===== config.mk =====
export PLATFORM = sky130hd
export DESIGN_NAME = dq_tracker
export DESIGN_NICKNAME = d
export VERILOG_FILES = /design/src/rtl/dq_pkg.sv /design/src/rtl/dq_regfile.sv /design/src/rtl/dq_dbcheck.sv /design/src/rtl/dq_ptrs.sv /design/src/rtl/dq_fsm.sv /design/src/rtl/dq_tracker.sv
export SDC_FILE = /design/constraint.sdc
export NUM_CORES = 1
export LEC_CHECK = 0
export BUFFER_PORTS_ARGS = -buffer_cell sky130_fd_sc_hd__clkbuf_2
export CAP_MARGIN = 20
export CORE_MARGIN = 5
export CORE_UTILIZATION = 30
export CTS_CLUSTER_SIZE = 12
export DETAILED_ROUTE_END_ITERATION = 7
export PLACE_DENSITY = 0.58
export SYNTH_ARGS = -nofsm -noshare
export SYNTH_HDL_FRONTEND = slang
export SYNTH_SLANG_ARGS = --single-unit

===== constraint.sdc =====
create_clock -name clk -period 6.8 [get_ports clk]
set_clock_uncertainty 0.05 [all_clocks]
set_input_delay 1.02 -clock clk [delete_from_list [all_inputs] [get_ports clk]]
set_output_delay 1.02 -clock clk [all_outputs]
set_load 0.05 [all_outputs]

===== src/rtl/dq_pkg.sv =====
package dq_pkg;

    localparam int ADDR_W = 8;
    localparam int DATA_W = 32;
    localparam int GUARD_SLOTS = 16;

    localparam logic [ADDR_W-1:0] OFS_CTRL  = 8'h00;
    localparam logic [ADDR_W-1:0] OFS_SWCTL = 8'h04;
    localparam logic [ADDR_W-1:0] OFS_STAT  = 8'h08;
    localparam logic [ADDR_W-1:0] OFS_FREE  = 8'h0C;
    localparam logic [ADDR_W-1:0] OFS_PTRS  = 8'h10;
    localparam logic [ADDR_W-1:0] OFS_DBELL = 8'h38;

    localparam int SWCTL_RST_BIT = 8;
    localparam int STAT_REJ_BIT  = 16;
    localparam int STAT_OVF_BIT  = 17;

    typedef enum logic [1:0] {
        QS_FLUSH = 2'd0,
        QS_IDLE  = 2'd1,
        QS_RUN   = 2'd2,
        QS_HALT  = 2'd3
    } qstate_e;

endpackage


===== src/rtl/dq_regfile.sv =====
module dq_regfile (
    input  logic       clk,
    input  logic       rst_n,
    input  logic       ctrl_wr,
    input  logic [1:0] ctrl_bits,
    input  logic       swctl_wr,
    input  logic       swctl_rst_bit,
    input  logic       db_bad,
    input  logic       db_ovf,
    output logic [1:0] en_q,
    output logic [1:0] en_nxt,
    output logic       qrst,
    output logic       bad_flag,
    output logic       ovf_flag
);

    always_comb begin
        en_nxt = ctrl_wr ? ctrl_bits : en_q;
        qrst   = swctl_wr & swctl_rst_bit;
    end

    always_ff @(posedge clk or negedge rst_n) begin
        if (!rst_n) begin
            en_q     <= 2'b11;
            bad_flag <= 1'b0;
            ovf_flag <= 1'b0;
        end else begin
            en_q <= en_nxt;
            if (qrst) begin
                bad_flag <= 1'b0;
                ovf_flag <= 1'b0;
            end else begin
                bad_flag <= bad_flag | db_bad;
                ovf_flag <= ovf_flag | db_ovf;
            end
        end
    end

endmodule


===== src/rtl/dq_dbcheck.sv =====
module dq_dbcheck #(
    parameter int DEPTH  = 64,
    parameter int DATA_W = 32,
    localparam int CNT_W = $clog2(DEPTH) + 1
) (
    input  logic              db_wr,
    input  logic [DATA_W-1:0] db_val,
    input  logic [CNT_W-1:0]  pend_q,
    output logic              db_add,
    output logic [CNT_W-1:0]  db_n,
    output logic              db_bad,
    output logic              db_ovf
);

    localparam logic [DATA_W-1:0] DEPTH_D = DATA_W'(DEPTH);
    localparam logic [CNT_W:0]    DEPTH_S = (CNT_W+1)'(DEPTH);

    logic           range_ok;
    logic [CNT_W:0] sum;
    logic           fits;

    always_comb begin
        range_ok = (db_val != '0) && (db_val <= DEPTH_D);
        db_n     = db_val[CNT_W-1:0];
        sum      = {1'b0, pend_q} + {1'b0, db_n};
        fits     = (sum <= DEPTH_S);
        db_bad   = db_wr & ~range_ok;
        db_ovf   = db_wr & range_ok & ~fits;
        db_add   = db_wr & range_ok & fits;
    end

endmodule


===== src/rtl/dq_ptrs.sv =====
module dq_ptrs #(
    parameter int DEPTH = 64,
    localparam int IDX_W = $clog2(DEPTH),
    localparam int CNT_W = IDX_W + 1
) (
    input  logic             clk,
    input  logic             rst_n,
    input  logic             qrst,
    input  logic             db_add,
    input  logic [CNT_W-1:0] db_n,
    input  logic             fire,
    output logic [IDX_W-1:0] head_q,
    output logic [IDX_W-1:0] tail_q,
    output logic [1:0]       phase_q,
    output logic [CNT_W-1:0] pend_q,
    output logic [CNT_W-1:0] pend_nxt,
    output logic [IDX_W-1:0] free_slots
);

    localparam logic [IDX_W-1:0] IDX_LAST = IDX_W'(DEPTH - 1);
    localparam logic [IDX_W-1:0] GUARD    = IDX_W'(dq_pkg::GUARD_SLOTS);
    localparam logic [1:0]       PHASE0   = 2'd1;

    logic [IDX_W-1:0] head_nxt, tail_nxt;
    logic [1:0]       phase_nxt;
    logic [CNT_W-1:0] add_amt;

    always_comb begin
        add_amt = db_add ? db_n : '0;
        if (qrst) begin
            head_nxt  = '0;
            tail_nxt  = '0;
            phase_nxt = PHASE0;
            pend_nxt  = '0;
        end else begin
            head_nxt  = fire ? head_q + 1'b1 : head_q;
            phase_nxt = (fire && head_q == IDX_LAST) ? phase_q + 2'd1 : phase_q;
            tail_nxt  = tail_q + add_amt[IDX_W-1:0];
            pend_nxt  = pend_q + add_amt - (fire ? CNT_W'(1) : CNT_W'(0));
        end
        free_slots = head_q - (tail_q + GUARD);
    end

    always_ff @(posedge clk or negedge rst_n) begin
        if (!rst_n) begin
            head_q  <= '0;
            tail_q  <= '0;
            phase_q <= PHASE0;
            pend_q  <= '0;
        end else begin
            head_q  <= head_nxt;
            tail_q  <= tail_nxt;
            phase_q <= phase_nxt;
            pend_q  <= pend_nxt;
        end
    end

endmodule


===== src/rtl/dq_fsm.sv =====
module dq_fsm #(
    parameter int CNT_W = 7
) (
    input  logic             clk,
    input  logic             rst_n,
    input  logic             qrst,
    input  logic [1:0]       en_nxt,
    input  logic [CNT_W-1:0] pend_nxt,
    output dq_pkg::qstate_e  state_q,
    output logic             fetch_valid
);
    import dq_pkg::*;

    qstate_e state_nxt;
    logic    run_ok, has_work;

    always_comb begin
        run_ok    = (en_nxt == 2'b11);
        has_work  = (pend_nxt != '0);
        state_nxt = state_q;
        unique case (state_q)
            QS_FLUSH: state_nxt = !run_ok ? QS_HALT : (has_work ? QS_RUN : QS_IDLE);
            QS_IDLE:  if (!run_ok)       state_nxt = QS_HALT;
                      else if (has_work) state_nxt = QS_RUN;
            QS_RUN:   if (!run_ok)       state_nxt = QS_HALT;
                      else if (!has_work) state_nxt = QS_IDLE;
            QS_HALT:  if (run_ok)        state_nxt = has_work ? QS_RUN : QS_IDLE;
            default:  state_nxt = QS_FLUSH;
        endcase
        if (qrst) state_nxt = QS_FLUSH;
    end

    always_ff @(posedge clk or negedge rst_n) begin
        if (!rst_n) state_q <= QS_FLUSH;
        else        state_q <= state_nxt;
    end

    always_comb begin
        fetch_valid = (state_q == QS_RUN);
    end

endmodule


===== src/rtl/dq_tracker.sv =====
module dq_tracker #(
    parameter int DEPTH = 64,
    localparam int IDX_W = $clog2(DEPTH),
    localparam int CNT_W = IDX_W + 1
) (
    input  logic             clk,
    input  logic             rst_n,
    input  logic             reg_wr,
    input  logic [7:0]       reg_addr,
    input  logic [31:0]      reg_wdata,
    output logic [31:0]      reg_rdata,
    output logic             fetch_valid,
    input  logic             fetch_ready,
    output logic [IDX_W-1:0] fetch_slot,
    output logic [1:0]       fetch_phase
);
    import dq_pkg::*;

    generate
        if ((DEPTH & (DEPTH - 1)) != 0 || DEPTH < 32 || DEPTH > 4096) begin : g_bad_depth
            $error("DEPTH must be a power of two from 32 to 4096");
        end
    endgenerate

    logic             ctrl_wr, swctl_wr, db_wr, qrst, fire;
    logic [1:0]       en_q, en_nxt;
    logic             bad_flag, ovf_flag, db_bad, db_ovf, db_add;
    logic [CNT_W-1:0] db_n, pend_q, pend_nxt;
    logic [IDX_W-1:0] head_q, tail_q, free_slots;
    logic [1:0]       phase_q;
    qstate_e          state_q;

    always_comb begin
        ctrl_wr  = reg_wr && (reg_addr == OFS_CTRL);
        swctl_wr = reg_wr && (reg_addr == OFS_SWCTL);
        db_wr    = reg_wr && (reg_addr == OFS_DBELL);
        fire     = fetch_valid && fetch_ready;
    end

    dq_regfile u_regs (
        .clk(clk), .rst_n(rst_n),
        .ctrl_wr(ctrl_wr), .ctrl_bits(reg_wdata[1:0]),
        .swctl_wr(swctl_wr), .swctl_rst_bit(reg_wdata[SWCTL_RST_BIT]),
        .db_bad(db_bad), .db_ovf(db_ovf),
        .en_q(en_q), .en_nxt(en_nxt), .qrst(qrst),
        .bad_flag(bad_flag), .ovf_flag(ovf_flag)
    );

    dq_dbcheck #(.DEPTH(DEPTH), .DATA_W(DATA_W)) u_dbchk (
        .db_wr(db_wr), .db_val(reg_wdata), .pend_q(pend_q),
        .db_add(db_add), .db_n(db_n), .db_bad(db_bad), .db_ovf(db_ovf)
    );

    dq_ptrs #(.DEPTH(DEPTH)) u_ptrs (
        .clk(clk), .rst_n(rst_n), .qrst(qrst),
        .db_add(db_add), .db_n(db_n), .fire(fire),
        .head_q(head_q), .tail_q(tail_q), .phase_q(phase_q),
        .pend_q(pend_q), .pend_nxt(pend_nxt), .free_slots(free_slots)
    );

    dq_fsm #(.CNT_W(CNT_W)) u_fsm (
        .clk(clk), .rst_n(rst_n), .qrst(qrst),
        .en_nxt(en_nxt), .pend_nxt(pend_nxt),
        .state_q(state_q), .fetch_valid(fetch_valid)
    );

    always_comb begin
        fetch_slot  = head_q;
        fetch_phase = phase_q;
        reg_rdata   = '0;
        unique case (reg_addr)
            OFS_CTRL: reg_rdata[1:0] = en_q;
            OFS_STAT: begin
                reg_rdata[CNT_W-1:0]   = pend_q;
                reg_rdata[STAT_REJ_BIT] = bad_flag;
                reg_rdata[STAT_OVF_BIT] = ovf_flag;
                reg_rdata[25:24]        = state_q;
            end
            OFS_FREE: reg_rdata[IDX_W-1:0] = free_slots;
            OFS_PTRS: begin
                reg_rdata[IDX_W-1:0]   = head_q;
                reg_rdata[12 +: IDX_W] = tail_q;
                reg_rdata[25:24]       = phase_q;
            end
            default: reg_rdata = '0;
        endcase
    end

endmodule


### Yosys cells after proc, flatten, opt, wreduce, memory -nomap -nowiden

Index checks and enable logic that the tools add are counted.

| operators by class | value |
|---|---|
| shift-type cells | 0 |
| bitwise gates (word level) | 9 |
| reductions and logical operators | 13 |
| muxes and demuxes | 26 |
| $mul | 0 |
| equality and inequality tests | 13 |
| div/mod/pow operators | 0 |
| add/subtract/negate cells | 8 |
| magnitude comparators | 2 |

Operators with widths:

| cell | count |
|---|---|
| $le A32 B7 Y1 const B | 1 |
| $reduce_bool A32 Y1 | 1 |
| $mux W2 | 11 |
| $mux W6 | 3 |
| $eq A8 B4 Y1 const B | 2 |
| $pmux W2 S4 | 2 |
| $mux W7 | 2 |
| $pmux W4 S3 | 1 |
| $add A7 B7 Y8 | 1 |
| $eq A8 B3 Y1 const B | 1 |
| $eq A8 B5 Y1 const B | 1 |
| $eq A8 B6 Y1 const B | 1 |
| $le A8 B7 Y1 const B | 1 |
| $logic_not A8 Y1 | 1 |
| $ne A4 B4 Y1 const B | 2 |
| $pmux W2 S2 | 2 |
| $add A7 B7 Y7 | 1 |
| $reduce_bool A7 Y1 | 1 |
| $sub A7 B7 Y7 | 1 |
| $add A6 B1 Y6 const B | 1 |
| $add A6 B5 Y6 const B | 1 |
| $add A6 B6 Y6 | 1 |
| $eq A2 B2 Y1 const B | 3 |
| $eq A6 B6 Y1 const B | 1 |
| other kinds (13) | 28 |

| storage, ports and cells | value |
|---|---|
| bits of input ports | 44 |
| ROM bits | 0 |
| bits in registers | 27 |
| memories kept | 0 |
| bits in latches | 0 |
| RAM bits | 0 |
| logic and storage cells | 79 |
| output and inout bits | 41 |

### Depth between registers and ports, before layout

| logic depth | value |
|---|---|
| depth in word-level cells | 13 |
| mapped depth | 18 |
| gate-level depth less buffers | 18 |

### By module

A second synthesis with hierarchy kept.

| second synthesis, totals | value |
|---|---|
| cells, all modules | 315 |
| area, all modules | 2820.2 um^2 |

By module, submodules not included:

| module | cells each | instances | seq. area each (um^2) | area each (um^2) |
|---|---|---|---|---|
| dq_ptrs | 183 | 1 | 526.8 | 1656.6 |
| dq_tracker | 62 | 1 | 0.0 | 508.0 |
| dq_dbcheck | 53 | 1 | 0.0 | 410.4 |
| dq_regfile | 9 | 1 | 102.6 | 148.9 |
| dq_fsm | 8 | 1 | 50.0 | 96.3 |

### Least setup slack after synthesis

OpenSTA, ideal clock, no wires.

| timing | value |
|---|---|
| path type | input to register |
| start | in reg_wdata[0] |
| end | reg u_fsm.state_q[0] |
| path slack | 1.602 ns |
| buffers on the path | 0 |
| stages | 18 |
| library setup time | 0.120 ns |
| required time | 6.630 ns |
| arrival | 5.028 ns |
| path through | ha_1 -> fa_1 -> or3b_2 -> nor4_1 -> o22ai_1 -> o22a_2 -> a211oi_4 -> nand2_1 -> ha_1 -> inv_1 -> fa_1 -> a21o_1 -> a21oi_1 -> o21bai_1 -> a21oi_1 -> xnor2_1 -> xnor2_1 -> a31o_2 |

| between the ends | value |
|---|---|
| longest elaborated chain between the ends | 13 |
| elaborated cells between the ends (all ways) | 25 |
| those cells by class | add/sub: 3; order compare: 2; eq/ne: 4; mux: 10; bitwise: 2; reduce/logical: 4 |

RTL lines:

| element | line | RTL |
|---|---|---|
| start: declaration | dq_tracker.sv:10 | `input logic [31:0] reg_wdata,` |
| branches (longest 13 deep; another with $add A7 B7 Y8) | n/a |  |
| end signal: assignment | dq_fsm.sv:35 | `else state_q <= state_nxt;` |
| end: declaration | dq_fsm.sv:9 | `output dq_pkg::qstate_e state_q,` |

Several ways; the timed one is not identified. The select of a mux whose other input is x is not followed.
A chain may end at the register's enable or synchronous reset.

### Worst setup path in the final report

Ends and elaborated chain as after synthesis.

==> out/results.ini <==
[run_status]
status = completed

[power]
vdd_drop_max_v = 0.0001265
power_per_cell_area_mw_per_mm2 = 224.8
p_leak_uw = 0.001607

[critical_path]
cp.depth = 19
crit_arrival_ns = 5.47
crit_path_start_kind = primary input
worst-r2r-setup-slack_ns = 1.91
critPathCaptureType = register
slowest_stage = fa_1
r2r_start = u_ptrs.pend_q[0]
cpPeakStageDelay_ns = 0.45
r2r_cells = 18
crit_type = in2reg
critPathLaunch = reg_wdata[0]
regToRegEndpoint = u_fsm.state_q[0]
crit_path_cell_trace = clkbuf_2 > ha_1 > fa_1 > or3b_2 > nor4_1 > o22ai_1 > o22a_2 > a211oi_4 > nand2_1 > ha_1 > inv_1 > fa_1 > a21o_1 > a21oi_1 > o21bai_1 > a21oi_1 > xnor2_1 > xnor2_1 > a31o_2
worstSetupEndpoint = u_fsm.state_q[0]
cp_max_fo = 8
crit_required_ns = 6.93
path_delay_family = compound AO/OA/AOI/OAI gates
crit_buf_inv = 2

[global_route]
grt_pass1_wl_um = 11540
grt_pass1_vias = 2356
antenna_found_initial = 0
gr-total-overflow = 0
grt_max_degree = 28
grtUsageTotal_pct = 12.50

[cts]
clk_latency_ns = 0.28
cts_tree = done
path_clk_slew_ns = 0.10
cts.hold.buffers_added = 0
cts_buffers = 3
ctsResizeCount = 0
post_cts_buffers = 0
clock_path_buffers = 2
htree_levels = 1
cts_sinks = 27
cts_root_buf = clkbuf_8

[route]
firstDrtPassIters = 4
first_iter_violations = 107
via_per_inst = 4.804
wl_per_cell_um = 14.13
dr_total_vias = 2330
ant_nets = 0
drc_errors = 0
drt_wl_total_um = 6851

[sta]
hold_viol_final = 0
min_period_ns = 5.340
setup_viol_count_final = 0
max_clock_freq_mhz = 187.3
rsz0062_at_grt = false
worstMarginPinSlew_ns = 0.7457
tns_ns = 0
drv_slew = 0
maxSlewHeadroom_pct = 50.29
fin_crit_sh_pct = 78.53

[die]
fp.dieW_um = 104.7
die_area_mm2 = 0.01097
io_pins = 85
rows = 34
start_util_pct = 30.86
core_area_mm2 = 0.008721
dieHeight_um = 104.7

[final_layout]
ff_latch_area_um2 = 679.4
diodes = 0
nets = 460
multiInputGateArea_mm2 = 0.001778
fin_util_pct = 35.85
syn2layout_area_growth_pct = 16.18
fill_cells = 913
drive_gt1_share_pct = 23.87

[yosys]
yosysWarnings = 0
synth_top_area_share_pct = 22.32
synth.distinct_cells = 57
synth-edff-count = 0
synth_area_leader_cell = dfrtp_1
ys_ff_latch = 27
synth_area_per_cell_um2 = 8.626
ys.flop_type = dfrtp_1
synthTopCellsByArea = dfrtp_1 (22%), ha_1 (16%), inv_1 (5.3%)
synth_common_cells = inv_1 (38), ha_1 (34), nor2_1 (29)
yosysMostFrequentCell = inv_1
ys_seq_area_share_pct = 25.24
async_flop_share_pct = 100.0
postSynthCellCount = 312
syn_area_mm2 = 0.002691

[placed_design]
place_congestion = 0.8334
port_buffers = 67
dp_hpwl_um = 5863

[min_path]
hp-class = reg2reg

[job]
max-cap-violations = 0

## registers in the layout, indices dropped and copies added (netlist names)
register and flops:
u_ptrs.pend_q 7, u_ptrs.phase_q 2, u_fsm.state_q 2, u_regs.ovf_flag 1, u_ptrs.tail_q 6, u_regs.bad_flag 1
u_ptrs.head_q 6, u_regs.en_q 2
## stage by stage
step / setup WS [ns] / hold WS, ns / area, um2 / std cells / total power [uW]
after global placement: 1.269 / 0.4393 / 3078 / 481 / 612.4
after global routing: 1.111 / 0.5109 / 3127 / 485 / 773.6
after floorplan: 1.602 / 0.4163 / 2751 / 328 / 531.9
after detailed placement: 1.167 / 0.4501 / 3078 / 481 / 615.3
after CTS: 1.471 / 0.4724 / 3127 / 485 / 713.5
final: 1.460 / 0.4670 / 3127 / 485 / 703.0
## layout by cell type, fill, tap and decap left out, types with 8 or more instances in the layout
cell,n
ha_1,34
clkbuf_2,67
nor2_1,29
nand2_1,14
conb_1,17
xnor2_1,15
xor2_1,9
inv_1,38
a21o_1,8
a21oi_1,13
dfrtp_1,24
nor4_1,11
## metal layers
layer | up-vias | GRT usage, % | routed length (um)
met3 | 6 | 2.096 | 469
met5 | - | 0 | 0
met2 | 72 | 21.81 | 3268
met4 | 0 | 2.740 | 74
li1 | 1191 | - | -
met1 | 1061 | 16.22 | 3038
## kinds of logic after synthesis
| group | synth area share [%] |
|---|---|
| buffers and inverters | 10.93 |
| AOI/OAI and AO/OA | 17.53 |
| other | 0.1393 |
| and+or+nand+nor | 18.36 |
| adders and majority gates | 18.78 |
| xor gates and xnor gates | 7.811 |
| muxes | 1.209 |
| DFF | 25.24 |
## cell type report
cell class / instances / area share, %
Multi-Input combinational cell: 240 / 56.86
Sequential cell: 27 / 21.73
Timing Repair Buffer: 68 / 10.96
Inverter: 38 / 4.562
Clock inverter: 1 / 0.2401
Tap cell: 108 / 4.322
Clock buffer: 3 / 1.321
## worst min-delay path by stage
stage	startpoint	to	cells past startpoint	slack, ns
after floorplan	u_regs.bad_flag	u_regs.bad_flag	2	0.42
after global placement	u_regs.bad_flag	u_regs.bad_flag	2	0.44
after detailed placement	u_regs.bad_flag	u_regs.bad_flag	2	0.45
after CTS	u_regs.bad_flag	u_regs.bad_flag	2	0.47
after global routing	u_regs.bad_flag	u_regs.bad_flag	2	0.51
final	u_regs.bad_flag	u_regs.bad_flag	2	0.47
## tightest hold or removal path, stage by stage (launching register included)
cell and delay (ns):
dfrtp_1 0.36, nor2_1 0.05, nor2_1 0.07
## where the power goes
group,internal [uW],switching [uW]
registers,183,30.1
clock network,41.7,53.4
logic,172,222
total,397,306
(Power assumes the default switching activity.)
